==> src/rtl/alu_slice_pkg.sv <==
package alu_slice_pkg;
  typedef enum logic [2:0] {
    FN_ADD   = 3'b000,
    FN_SUBR  = 3'b001,
    FN_SUBS  = 3'b010,
    FN_OR    = 3'b011,
    FN_AND   = 3'b100,
    FN_NOTRS = 3'b101,
    FN_XOR   = 3'b110,
    FN_XNOR  = 3'b111
  } alu_fn_e;
endpackage

==> src/rtl/alu_opnd_mod.sv <==
module alu_opnd_mod
  import alu_slice_pkg::*;
#(
  parameter int W = 4
) (
  input  logic [W-1:0] r_i,
  input  logic [W-1:0] s_i,
  input  alu_fn_e      fn_i,
  output logic [W-1:0] x_o,
  output logic [W-1:0] y_o,
  output logic [W-1:0] logic_res_o,
  output logic         is_arith_o
);
  always_comb begin
    x_o = ((fn_i == FN_SUBR) || (fn_i == FN_NOTRS)) ? ~r_i : r_i;
    y_o = (fn_i == FN_SUBS) ? ~s_i : s_i;
    is_arith_o = (fn_i == FN_ADD) || (fn_i == FN_SUBR) || (fn_i == FN_SUBS);
    unique case (fn_i)
      FN_OR:    logic_res_o = r_i | s_i;
      FN_AND:   logic_res_o = r_i & s_i;
      FN_NOTRS: logic_res_o = ~r_i & s_i;
      FN_XOR:   logic_res_o = r_i ^ s_i;
      FN_XNOR:  logic_res_o = ~(r_i ^ s_i);
      default:  logic_res_o = '0;
    endcase
  end
endmodule

==> src/rtl/alu_cla.sv <==
module alu_cla #(
  parameter int W = 4
) (
  input  logic [W-1:0] x_i,
  input  logic [W-1:0] y_i,
  input  logic         cin_i,
  output logic [W:0]   c_o,
  output logic         gp_o,
  output logic         gg_o
);
  logic [W-1:0] p, g;

  for (genvar b = 0; b < W; b++) begin : g_pg
    assign g[b] = x_i[b] & y_i[b];
    assign p[b] = x_i[b] | y_i[b];
  end

  // Two-level lookahead: each carry is a sum of products of p/g terms
  always_comb begin
    logic t;
    c_o[0] = cin_i;
    for (int i = 1; i <= W; i++) begin
      c_o[i] = 1'b0;
      for (int j = 0; j < i; j++) begin
        t = g[j];
        for (int k = j + 1; k < i; k++) t = t & p[k];
        c_o[i] = c_o[i] | t;
      end
      t = cin_i;
      for (int k = 0; k < i; k++) t = t & p[k];
      c_o[i] = c_o[i] | t;
    end
  end

  always_comb begin
    logic t;
    gg_o = 1'b0;
    for (int j = 0; j < W; j++) begin
      t = g[j];
      for (int k = j + 1; k < W; k++) t = t & p[k];
      gg_o = gg_o | t;
    end
  end

  assign gp_o = &p;
endmodule

==> src/rtl/alu_out_mux.sv <==
module alu_out_mux #(
  parameter int W = 4
) (
  input  logic [W-1:0] sum_i,
  input  logic [W-1:0] logic_res_i,
  input  logic         is_arith_i,
  input  logic [W-1:0] a_i,
  input  logic         sel_a_i,
  output logic [W-1:0] alu_res_o,
  output logic [W-1:0] y_o
);
  assign alu_res_o = is_arith_i ? sum_i : logic_res_i;
  assign y_o       = sel_a_i ? a_i : alu_res_o;
endmodule

==> src/rtl/alu_slice.sv <==
module alu_slice
  import alu_slice_pkg::*;
#(
  parameter int W = 4
) (
  input  logic [W-1:0] r_i,
  input  logic [W-1:0] s_i,
  input  logic [W-1:0] a_i,
  input  logic         cin_i,
  input  logic [2:0]   func_i,
  input  logic         sel_a_i,
  output logic [W-1:0] y_o,
  output logic         cout_o,
  output logic         gp_o,
  output logic         gg_o,
  output logic         sign_o,
  output logic         ovf_o,
  output logic         zero_o
);
  localparam int MSB = W - 1;

  alu_fn_e      fn;
  logic [W-1:0] x, y, logic_res, sum, alu_res;
  logic [W:0]   c;
  logic         is_arith;

  assign fn = alu_fn_e'(func_i);

  alu_opnd_mod #(.W(W)) u_opnd (
    .r_i(r_i), .s_i(s_i), .fn_i(fn),
    .x_o(x), .y_o(y), .logic_res_o(logic_res), .is_arith_o(is_arith)
  );

  alu_cla #(.W(W)) u_cla (
    .x_i(x), .y_i(y), .cin_i(cin_i),
    .c_o(c), .gp_o(gp_o), .gg_o(gg_o)
  );

  assign sum = x ^ y ^ c[W-1:0];

  alu_out_mux #(.W(W)) u_mux (
    .sum_i(sum), .logic_res_i(logic_res), .is_arith_i(is_arith),
    .a_i(a_i), .sel_a_i(sel_a_i),
    .alu_res_o(alu_res), .y_o(y_o)
  );

  assign cout_o = c[W];
  assign ovf_o  = c[MSB] ^ c[W];
  assign sign_o = alu_res[MSB];
  assign zero_o = ~|alu_res;
endmodule

==> config.mk <==
export PLATFORM = sky130hd
export DESIGN_NAME = alu_slice
export DESIGN_NICKNAME = d
export VERILOG_FILES = /design/src/rtl/alu_slice_pkg.sv /design/src/rtl/alu_opnd_mod.sv /design/src/rtl/alu_cla.sv /design/src/rtl/alu_out_mux.sv /design/src/rtl/alu_slice.sv
export SDC_FILE = /design/constraint.sdc
export NUM_CORES = 1
export LEC_CHECK = 0
export CAP_MARGIN = 0
export CELL_PAD_IN_SITES_DETAIL_PLACEMENT = 1
export CELL_PAD_IN_SITES_GLOBAL_PLACEMENT = 1
export CORE_UTILIZATION = 37
export DETAILED_ROUTE_END_ITERATION = 16
export PLACE_DENSITY = 0.95
export SLEW_MARGIN = 20
export SYNTH_ARGS = -nofsm -noshare
export SYNTH_HDL_FRONTEND = slang
export SYNTH_HIERARCHICAL = 1
export SYNTH_SLANG_ARGS = --single-unit
export TNS_END_PERCENT = 5
==> constraint.sdc <==
create_clock -name vclk -period 5.2
set_input_delay 0.52 -clock vclk [all_inputs]
set_output_delay 0.52 -clock vclk [all_outputs]
set_load 0.02 [all_outputs]
### After elaboration in Yosys (flattened, before gate mapping)

Index checks and enable logic that the tools add are counted.

* flip-flop bits (word level): 0
* logic and storage cells: 57
* input bits: 17

* reduce and logical (&&, ||, !) cells: 7
* eq/ne operators: 7
* mux-type cells: 5
* bitwise gates (word level): 38

Operators with widths (number)
* 4-bit case mux with 5 select lines: 1
* 4-bit 2-to-1 mux: 4
* 1-bit AND: 14
* 1-bit OR: 14
* 3-bit == test (second input constant): 4
* 4-bit NOT: 3
* 4-bit bitwise XOR: 3
* 4-bit AND: 2
* 3-bit by 2-bit == test with 1-bit output (second input constant): 2
* 4-bit OR: 1
* 4-bit AND reduction: 1
* 4-bit OR reduction: 1
* 3-bit by 1-bit == test with 1-bit output (second input constant): 1
* 3-bit zero test: 1
* 1-bit logical OR: 3
* 1-bit zero test: 1
* 1-bit bitwise XOR: 1

### Longest topological paths before layout

Gate-level depths: netlist (run 1).

* depth after elaboration: 13
* gate-level depth with buffers: 10
* gate-level depth less buffers: 9

### Hierarchy

The synthesis (run 1) kept the hierarchy.

By module, submodules not included
* alu_opnd_mod: sequential area each 0.0 um^2, cells each 54, times used 1, area each 397.9 um^2
* alu_cla: sequential area each 0.0 um^2, cells each 18, times used 1, area each 130.1 um^2
* alu_slice: sequential area each 0.0 um^2, cells each 6, times used 1, area each 110.1 um^2
* alu_out_mux: sequential area each 0.0 um^2, cells each 8, times used 1, area each 90.1 um^2

### Worst setup path before layout (run 1)

OpenSTA, ideal clock, no wires.

* kind: input -> output
* from: input func_i[1]
* to: output zero_o
* arrival: 3074 ps
* stages: 10
* buffers on the path: 1
* setup slack: 1606 ps
* path through: buf_6 > inv_1 > nand2_1 > xnor2_1 > o22a_1 > a22o_2 > maj3_2 > xor3_1 > mux2_2 > nor4_1

* elaborated cells on any way between the ends: 37
* those cells by class: eq/ne (7); mux (4); bitwise (20); reduce/logical (6)

RTL lines
* start: declaration: line alu_slice.sv:10 `input logic [2:0] func_i,`
* 3-bit by 1-bit == test with 1-bit output or 3-bit == test (tied branches): line alu_opnd_mod.sv:15 `x_o = ((fn_i == FN_SUBR) || (fn_i == FN_NOTRS)) ? ~r_i : r_i;`
* 1-bit logical OR (*): line alu_opnd_mod.sv:15
* 4-bit 2-to-1 mux (*): line alu_opnd_mod.sv:15
* named net x[0]: line alu_slice.sv:23 `logic [W-1:0] x, y, logic_res, sum, alu_res;`
* 1-bit AND or 1-bit OR (tied branches): line alu_cla.sv:14, alu_cla.sv:15
* 1-bit AND (on tied branches): line alu_cla.sv:26, alu_cla.sv:30
* 1-bit OR or 1-bit AND (tied branches): line alu_cla.sv:27, alu_cla.sv:30
* 1-bit OR (*): line alu_cla.sv:31 `c_o[i] = c_o[i] | t;`
* named net c[2]: line alu_slice.sv:24 `logic [W:0] c;`
* 4-bit bitwise XOR (*): line alu_slice.sv:39 `assign sum = x ^ y ^ c[W-1:0];`
* 4-bit 2-to-1 mux (*): line alu_out_mux.sv:12 `assign alu_res_o = is_arith_i ? sum_i : logic_res_i;`
* 4-bit OR reduction (*): line alu_slice.sv:50 `assign zero_o = ~|alu_res;`
* 1-bit zero test (*): line alu_slice.sv:50
* end: declaration: line alu_slice.sv:18 `output logic zero_o`

The timed path passes the listed nets; every way through them passes the cells marked *.

### Worst setup path in the final report (run 1)

* from: input func_i[1]
* to: output zero_o

* elaborated cells on any way between the ends: 37
* those cells by class: eq/ne (7); mux (4); bitwise (20); reduce/logical (6)

RTL lines
* 3-bit by 1-bit == test with 1-bit output or 3-bit == test (tied branches): line alu_opnd_mod.sv:15
* 1-bit logical OR (*): line alu_opnd_mod.sv:15
* 4-bit 2-to-1 mux (*): line alu_opnd_mod.sv:15
* named net x[1]: line alu_slice.sv:23
* 1-bit OR: line alu_cla.sv:15 `assign p[b] = x_i[b] | y_i[b];`
* 1-bit AND: line alu_cla.sv:26 `for (int k = j + 1; k < i; k++) t = t & p[k];`
* 1-bit OR: line alu_cla.sv:27 `c_o[i] = c_o[i] | t;`
* 1-bit OR (*): line alu_cla.sv:31
* named net c[2]: line alu_slice.sv:24
* 4-bit bitwise XOR (*): line alu_slice.sv:39
* 4-bit 2-to-1 mux (*): line alu_out_mux.sv:12
* 4-bit OR reduction (*): line alu_slice.sv:50
* 1-bit zero test (*): line alu_slice.sv:50

Marked as above.

==> results of run 1 <==
==> where the power goes <==
part           switching (mW)  internal (mW)  total (mW)
sequential                  0              0           0
clock                       0              0           0
combinational          0.0800         0.0877       0.168
==> per-layer routing <==
| layer | vias to the layer above | global-route usage | share of wire |
|---|---|---|---|
| li1 | 364 | - | - |
| met1 | 365 | 0.284 | 0.44 |
| met2 | 11 | 0.456 | 0.53 |
| met3 | 2 | 0.0157 | 0.015 |
| met4 | 0 | 0.0353 | 0.014 |
| met5 | - | 0 | 0 |
==> through the flow <==
stage	util	hold slack [ns]	total power, mW	setup slack, ns	cell area, µm²
after global placement	0.559	2.21	0.158	0.773	996
final	0.559	2.21	0.168	0.565	996
after detailed placement	0.559	2.22	0.168	0.564	996
after global routing	0.559	2.25	0.179	0.347	996
after CTS	0.559	2.22	0.168	0.574	996
after floorplan	-	1.23	0.105	1.61	728
==> area by class of cell <==
cell class | instances | area, µm² | share of cell area
multi-input combinational | 71 | 646 | 0.648
tap | 25 | 31.3 | 0.0314
inverter | 11 | 41.3 | 0.0415
timing repair buffer | 28 | 278 | 0.279
==> worst paths after layout <==
kind | from | to | slack [ns] | cells after the start
max | func_i[1] | zero_o | 0.57 | 11
min | a_i[2] | y_o[2] | 2.21 | 3
==> cell families after synthesis <==
family,synth area share
AOI/OAI and AO/OA,0.244
and+or+nand+nor,0.146
xor gates and xnor gates,0.275
buffers and inverters,0.113
muxes,0.137
adders and majority gates,0.0842
==> cell usage in the layout, fill, tap and decap left out, drive strengths merged <==
cell type | synthesis | layout
nand2b | 2 | 2
a31oi | 2 | 2
o32ai | 1 | 1
a22o | 2 | 2
maj3 | 1 | 1
a211oi | 1 | 1
o21a | 1 | 1
inv | 11 | 11
nor4 | 1 | 1
mux2 | 8 | 8
a221oi | 2 | 2
o22a | 1 | 1
nand3b | 1 | 1
or2b | 1 | 1
xor3 | 4 | 4
o221ai | 2 | 2
a21oi | 2 | 2
clkdlybuf4s50 | 0 | 27
ha | 4 | 4
xor2 | 2 | 2
buf | 4 | 1
o31ai | 1 | 1
xnor2 | 10 | 10
nor2 | 4 | 4
or3 | 2 | 2
o22ai | 2 | 2
a21o | 1 | 1
a32o | 1 | 1
mux2i | 1 | 1
o21ai | 4 | 4
o211a | 1 | 1
nand2 | 6 | 6
==> critical path, cell delays in order <==
cell and delay, ns:
clkdlybuf4s50_1 0.62, inv_1 0.16, nand2_1 0.21, xnor2_1 0.58, o22a_1 0.23, a22o_2 0.17, maj3_2 0.22, xor3_1 0.23
mux2_2 0.31, nor4_1 0.22, clkdlybuf4s50_1 0.64
==> impl_results.md, run 1 <==
- Placed Cells: ~140
- Outcome: completed
- Worst slew pin tran: 0.630 ns
- Initial antenna violation count: 0
- Most numerous cell in the Yosys netlist: inv_1
- Post-synth top cells: inv_1, xnor2_1, mux2_2, nand2_1
- Vias/cell: 5.50
- Worst Path Required: 4.68 ns
- Final ANT Viol Nets: 0
- Sum Neg Setup Slack: 0 ns
- Crit path DAT: 4.11 ns
- First-pass GRT wire length: 3700 µm
- Final critical-path share of the clock period: 0.891
- Rel. slew slack: 0.577
- Vias in the first global route: 793
- Cell Pwr Density: 168 nW/µm²
- Post-Syn Area: 728 µm²
- Max Cap Viol: 0
- IO Port Bufs: 27
- Crit-path max FO: 10
- WL per Instance: approximately 17 µm
- Leak: 0.429 nW
- Max-slew violations: 0
- Cells after Synth: 86
- Die area: 2150 µm²
- Final nets: 133
- CP Capture Type: output port
- Diodes inserted: 0
- Peak supply drop: 68.8 µV
- Syn Area/Cell: 8.47 µm²
- Largest net degree at the start of global routing: 14
- Ys Warns: 6
- Remaining DRCs: 0
- Starting density of the core: 0.408
- Chip height: 46.4 µm
- Post-CTS Setup Bufs: 0
- Yosys top cell area share: 0.131
- Startpoint Class: input port
- Mapped Nets: approximately 110
- GRT overflow: 0
- Number of fill cells: 216
- Die width: around 46 µm
- Final min period: 4.63 ns
- Cell variety after synth: 34
- GP Congestion: ~0.83
- Synth area leader: xor3_1
- Core Region: 1780 µm²
- Finished Layout Cells: 135
- TritonRoute pass-1 iters: 4
- Max Freq: 0.216 GHz
- RSZ-0062 raised after global routing: no
- Num sequential: 0
- Layout cell share with drive strength beyond 1: 0.136
- Starting DRT DRC Count: 11
- Fin. Hold Viols: 0
- Io pins: 27
- Total global-route track usage: 0.237
- Setup Viol. Count Final: 0
- Detail Placement HPWL: 1960 µm
- Area Overhead vs Synth: 36.8%
- Register area: 0 µm²
- Sequential area share after synthesis: 0
- Via count: 742
- HP Class: in -> out
- Top cells by area, synth: xor3_1, mux2_2, xnor2_1
- Cts hold-fix bufs: 0
- CLK BUF: 0
- Post-CTS sizing: 0
- Core Rows: 15
- CP Class: in -> out
- WL final: about 2300 µm
(Power assumes the default switching activity.)
==> inputs of run 2 (changes only) <==
==> constraint.sdc (replaced) <==
create_clock -name vclk -period 5.2
set_input_delay 1.04 -clock vclk [all_inputs]
set_output_delay 1.04 -clock vclk [all_outputs]
set_load 0.02 [all_outputs]
==> run 2 against run 1 <==
Core utilization up 4.9 points. Cell area up 8.8%. Count of clock-buffer cells in the layout unchanged. Critical path depth down 2. Routed wire length up 7.7%. Via count up 5.8%. Maximum frequency down 6.7%. Combinational power up 5%. Non-clock buffer count up 10. Global-route usage down 0.16 points. Power up 5.7%. Worst setup slack worse by 0.33 ns. Critical path type unchanged. Critical endpoint is now y_o[2]. Largest cell class unchanged.
==> impl_results.md, run 2 (same netlist as run 1, synthesis figures left out) <==
- Starting DRT DRC Count: 12 (+1)
- Vias in the first global route: 788 (-0.63%)
- WL final: 2470 µm (+7.7%)
- Starting density of the core: 0.408 (unchanged)
- Crit-path max FO: 8 (-2)
- First-pass GRT wire length: 3690 µm (-0.19%)
- Cts hold-fix bufs: 0 (unchanged)
- Sw Ratio: 0.467 (-0.0104)
- Total global-route track usage: 0.235 (-0.00155)
- Sequential power share: 0 (unchanged)
- Fin. Hold Viols: 0 (unchanged)
- RSZ-0062 raised after global routing: no
- Crit path DAT: 3.93 ns (-0.18 ns)
- Initial antenna violation count: 0 (unchanged)
- Via count: 785 (+5.8%)
- Worst Setup SP: func_i[0]
- GP Congestion: 0.849 (+2.6%)
- Vias/cell: 5.41 (-1.5%)
- Register area: 0 µm² (unchanged)
- Placement Setup Slack: -0.0370 ns (-0.601 ns)
- Layout cell share with drive strength beyond 1: 0.217 (+0.0803)
- Commonest non-fill, non-tap cell in the layout: clkdlybuf4s50_1
- Final ANT Viol Nets: 0 (unchanged)
- Rel. slew slack: 0.645 (+0.0677)
- Placed Cells: 145 (+7.4%)
- CP Capture Type: output port
- Num sequential: 0 (unchanged)
- Die width: 46.4 µm (unchanged)
- Max Cap Viol: 0 (unchanged)
- Io pins: 27 (unchanged)
- Multi-input logic area: 653 µm² (+1.2%)
- Largest net degree at the start of global routing: 11 (-3)
- CLK BUF: 0 (unchanged)
- Final critical-path share of the clock period: 0.955 (+0.0638)
- CP Class: in -> out
- TritonRoute pass-1 iters: 4 (unchanged)
- Setup Viol. Count Final: 0 (unchanged)
- Total power: 177 µW (+5.7%)
- GRT overflow: 0 (unchanged)
- Diodes inserted: 0 (unchanged)
- Outcome: completed
- Leak: 0.509 nW (+18%)
- Cell Pwr Density: 164 nW/µm² (-2.9%)
- Finished Layout Cells: 145 (+7.4%)
- Net Switching: 82.7 µW (+3.4%)
- Sum Neg Setup Slack: 0 ns (unchanged)
- HP Class: in -> out
- Chip height: 46.4 µm (unchanged)
- Core Region: 1780 µm² (unchanged)
- Clock share of power: 0 (unchanged)
- Core Rows: 15 (unchanged)
- Final min period: 4.97 ns (+0.332 ns)
- Worst Path Required: 4.16 ns (-0.52 ns)
- Gate power share: 1.000 (about the same)
- IO Port Bufs: 27 (unchanged)
- Max Freq: 0.201 GHz (-6.7%)
- Detail Placement HPWL: 2070 µm (+5.8%)
- WL per Instance: 17.0 µm (+0.30%)
- Final nets: 143 (+7.5%)
- Critical Path End: y_o[2]
- Die area: 2150 µm² (unchanged)
- Number of fill cells: 217 (+0.46%)
- Internal: 94.5 µW (+7.7%)
- Worst slew pin tran: 0.529 ns (-0.101 ns)
- Commonest non-fill, non-tap cells in the layout: clkdlybuf4s50_1, buf_4, inv_1, xnor2_1, mux2_2
- Peak supply drop: 105 µV (+52%)
- Area Overhead vs Synth: 48.8%
- Final worst setup slack: 0.233 ns (-0.332 ns)
- Max-slew violations: 0 (unchanged)
- Hold WS: 2.89 ns (+0.684 ns)
- Startpoint Class: input port
- Remaining DRCs: 0 (unchanged)
-- run 2: cell count changes in the layout (fill, tap and decap cells not counted), sizes merged --
cell,delta
buf,+10
dlymetal6s2s,+2
clkdlybuf4s50,-2
-- run 2: routing by layer --
| layer | up-vias | track usage | part of all wire |
|---|---|---|---|
| li1 | 383 | - | - |
| met1 | 389 | 0.309 | 0.44 |
| met2 | 11 | 0.444 | 0.54 |
| met3 | 2 | 0.00392 | 0.015 |
| met4 | 0 | 0 | 0.0065 |
| met5 | - | 0 | 0 |
-- run 2: layout make-up --
type | instances | area share
inverter | 11 | 0.0381
multi-input combinational | 71 | 0.603
tap | 25 | 0.0289
timing repair buffer | 38 | 0.330
-- run 2: what timing repair did --
| item | CTS | global route |
|---|---|---|
| setup buffers | 0 | 0 |
| resized for setup | 1 | 2 |
| endpoints found under the setup margin | 1 | 2 |
| endpoints found under the hold margin | 0 | 0 |
-- run 2: worst min path at each step --
stage	from	endpoint	slack (ns)	cells after the start
after floorplan	a_i[0]	y_o[0]	2.27	1
final	a_i[3]	y_o[3]	2.89	3
after global placement	a_i[2]	y_o[2]	3.25	3
after global routing	a_i[3]	y_o[3]	2.93	3
after detailed placement	a_i[0]	y_o[0]	3.26	3
after CTS	a_i[2]	y_o[2]	3.26	3
-- run 2: critical path, stage by stage --
cell	delay [ns]
clkdlybuf4s50_1	0.51
buf_4	0.18
nor2_4	0.06
buf_4	0.15
xnor2_2	0.34
xor3_1	0.52
mux2_2	0.30
mux2_2	0.28
clkdlybuf4s50_1	0.54
-- run 2: power groups by stage --
stage | clock network [mW] | registers (mW) | logic [mW]
floorplan | 0 | 0 | 0.105
global placement | 0 | 0 | 0.166
detailed placement | 0 | 0 | 0.176
CTS | 0 | 0 | 0.177
global route | 0 | 0 | 0.188
finish | 0 | 0 | 0.177
-- run 2: metrics by stage --
step | utilization | area (µm²)
floorplan | - | 728
global placement | 0.601 | 1070
detailed placement | 0.601 | 1070
CTS | 0.605 | 1080
global route | 0.608 | 1080
finish | 0.608 | 1080
==> inputs of run 3 (changes only) <==
--- a/config.mk
+++ b/config.mk
@@ -8,9 +8,9 @@
 export CAP_MARGIN = 0
 export CELL_PAD_IN_SITES_DETAIL_PLACEMENT = 1
 export CELL_PAD_IN_SITES_GLOBAL_PLACEMENT = 1
-export CORE_UTILIZATION = 37
+export CORE_UTILIZATION = 31
 export DETAILED_ROUTE_END_ITERATION = 16
-export PLACE_DENSITY = 0.95
+export PLACE_DENSITY = 0.85
 export SLEW_MARGIN = 20
 export SYNTH_ARGS = -nofsm -noshare
 export SYNTH_HDL_FRONTEND = slang
==> constraint.sdc (replaced) <==
create_clock -name vclk -period 4.01
set_input_delay 0.802 -clock vclk [all_inputs]
set_output_delay 0.802 -clock vclk [all_outputs]
set_load 0.02 [all_outputs]
==> run 3 against run 2 <==
Critical path depth up 1. Count of clock-buffer cells in the layout unchanged. Power up 38%. Die area up 18%. Core utilization down 5.1 points. Cell area up 14%. Routed wire length down 5.9%. Non-clock buffer count up 17. Worst setup slack worse by 0.16 ns. Critical path type unchanged.
==> impl_results.md, run 3 (same netlist as run 1, synthesis figures left out) <==
- CP Capture Type: output port
- HP Class: in -> out
- Num sequential: 0 (unchanged)
- Number of fill cells: 281 (+29%)
- Final min period: 3.93 ns
- TritonRoute pass-1 iters: 3 (-1)
- RSZ-0062 raised after global routing: no
- Final worst setup slack: 0.0755 ns (-0.158 ns)
- Layout cell share with drive strength beyond 1: 0.365 (+0.148)
- Die area: 2550 µm² (+18%)
- Leak: 0.599 nW (+18%)
- Setup Viol. Count Final: 0 (unchanged)
- Largest net degree at the start of global routing: 11 (unchanged)
- Io pins: 27 (unchanged)
- Met2 global-route usage: 0.380 (-0.0644)
- Vias in the first global route: 877 (+11%)
- GR met3 Demand/Resource: 0 (-0.00392)
- Crit path DAT: 3.13 ns (-0.80 ns)
- CP Class: in -> out
- IO Port Bufs: 27 (unchanged)
- Diodes inserted: 0 (unchanged)
- Startpoint Class: input port
- Post-CTS Setup Bufs: 0 (unchanged)
- Core Region: 2210 µm² (+24%)
- Die width: 50.5 µm (+8.8%)
- Placement Setup Slack: -0.666 ns (-0.629 ns)
- Rel. slew slack: 0.788 (+0.143)
- First-pass GRT wire length: 3880 µm (+5.0%)
- Commonest non-fill, non-tap cell in the layout: buf_4
- Final nets: 160 (+12%)
- Fin. Hold Viols: 0 (unchanged)
- Remaining DRCs: 0 (unchanged)
- Area Overhead vs Synth: 69.1%
- Max-slew violations: 0 (unchanged)
- Commonest non-fill, non-tap cells in the layout: buf_4, clkdlybuf4s50_1, inv_1, xnor2_1, mux2_2
- Worst slew pin tran: 0.316 ns (-0.213 ns)
- Outcome: completed
- Hold WS: 2.32 ns (-0.570 ns)
- Cell Pwr Density: 199 nW/µm² (+22%)
- Met1 Use GR: 0.239 (-0.0696)
- Via count: 846 (+7.8%)
- Max Cap Viol: 0 (unchanged)
- Layer with the highest usage: met2
- GRT overflow: 0 (unchanged)
- Detail Placement HPWL: 2020 µm (-2.5%)
- Chip height: 50.5 µm (+8.8%)
- Final critical-path share of the clock period: 0.981
- WL per Instance: 14.1 µm (-17%)
- CLK BUF: 0 (unchanged)
- Core Rows: 17 (+2)
- GP Congestion: 0.840 (-1.0%)
- Peak supply drop: 115 µV (+10%)
- Starting density of the core: 0.329 (-0.0792)
- Crit-path max FO: 3 (-5)
- Vias/cell: 5.13 (-5.3%)
- Max Freq: 0.254 GHz
- Total global-route track usage: 0.191 (-0.0447)
- Worst Path Required: 3.21 ns (-0.95 ns)
- Initial antenna violation count: 0 (unchanged)
- Register area: 0 µm² (unchanged)
- Starting DRT DRC Count: 8 (-4)
- Total power: 245 µW (+38%)
- Final ANT Viol Nets: 0 (unchanged)
- WL final: 2320 µm (-5.9%)
[run 3: metrics by stage]
step	cell area [µm²]	cells	util	setup TNS [ns]
after floorplan	734	86	-	0
after global placement	1210	165	0.546	-2.38
after detailed placement	1210	165	0.546	-2.92
after CTS	1200	165	0.542	-0.182
after global routing	1230	165	0.557	0
final	1230	165	0.557	0
[run 3: area by class of cell]
class / instances / area, µm² / area share
Inverter: 11 / 41.3 / 0.0335
Multi-Input combinational cell: 71 / 686 / 0.557
Timing Repair Buffer: 55 / 469 / 0.381
Tap cell: 28 / 35.0 / 0.0285
[run 3: what timing repair did]
item                                    CTS  global route
pin swaps                                 1             2
hold buffers                              0             0
endpoints found under the setup margin    8             7
resized for setup                        20             6
[run 3: power breakdown]
part	switching, mW	internal, mW
combinational	0.109	0.136
clock	0	0
sequential	0	0
[run 3: worst max-delay path, cell delays in order]
cell             delay (ns)
clkdlybuf4s50_1        0.46
inv_1                  0.08
xnor2_2                0.15
a21o_2                 0.21
a22o_4                 0.23
maj3_2                 0.32
xor3_1                 0.18
mux2_4                 0.28
mux2_2                 0.26
buf_4                  0.16
[run 3: worst paths after layout]
check             startpoint  endpoint  slack (ns)  depth (start not counted)
setup / recovery      s_i[0]    y_o[3]        0.08                         10
hold / removal        a_i[3]    y_o[3]        2.32                          3
[run 3: routing by layer]
| layer | part of all wire | routed length [µm] | vias up |
|---|---|---|---|
| met1 | 0.42 | 977 | 421 |
| met2 | 0.57 | 1320 | 8 |
| met4 | 0 | 0 | 0 |
| li1 | - | - | 417 |
| met5 | 0 | 0 | - |
| met3 | 0.0090 | 21 | 0 |
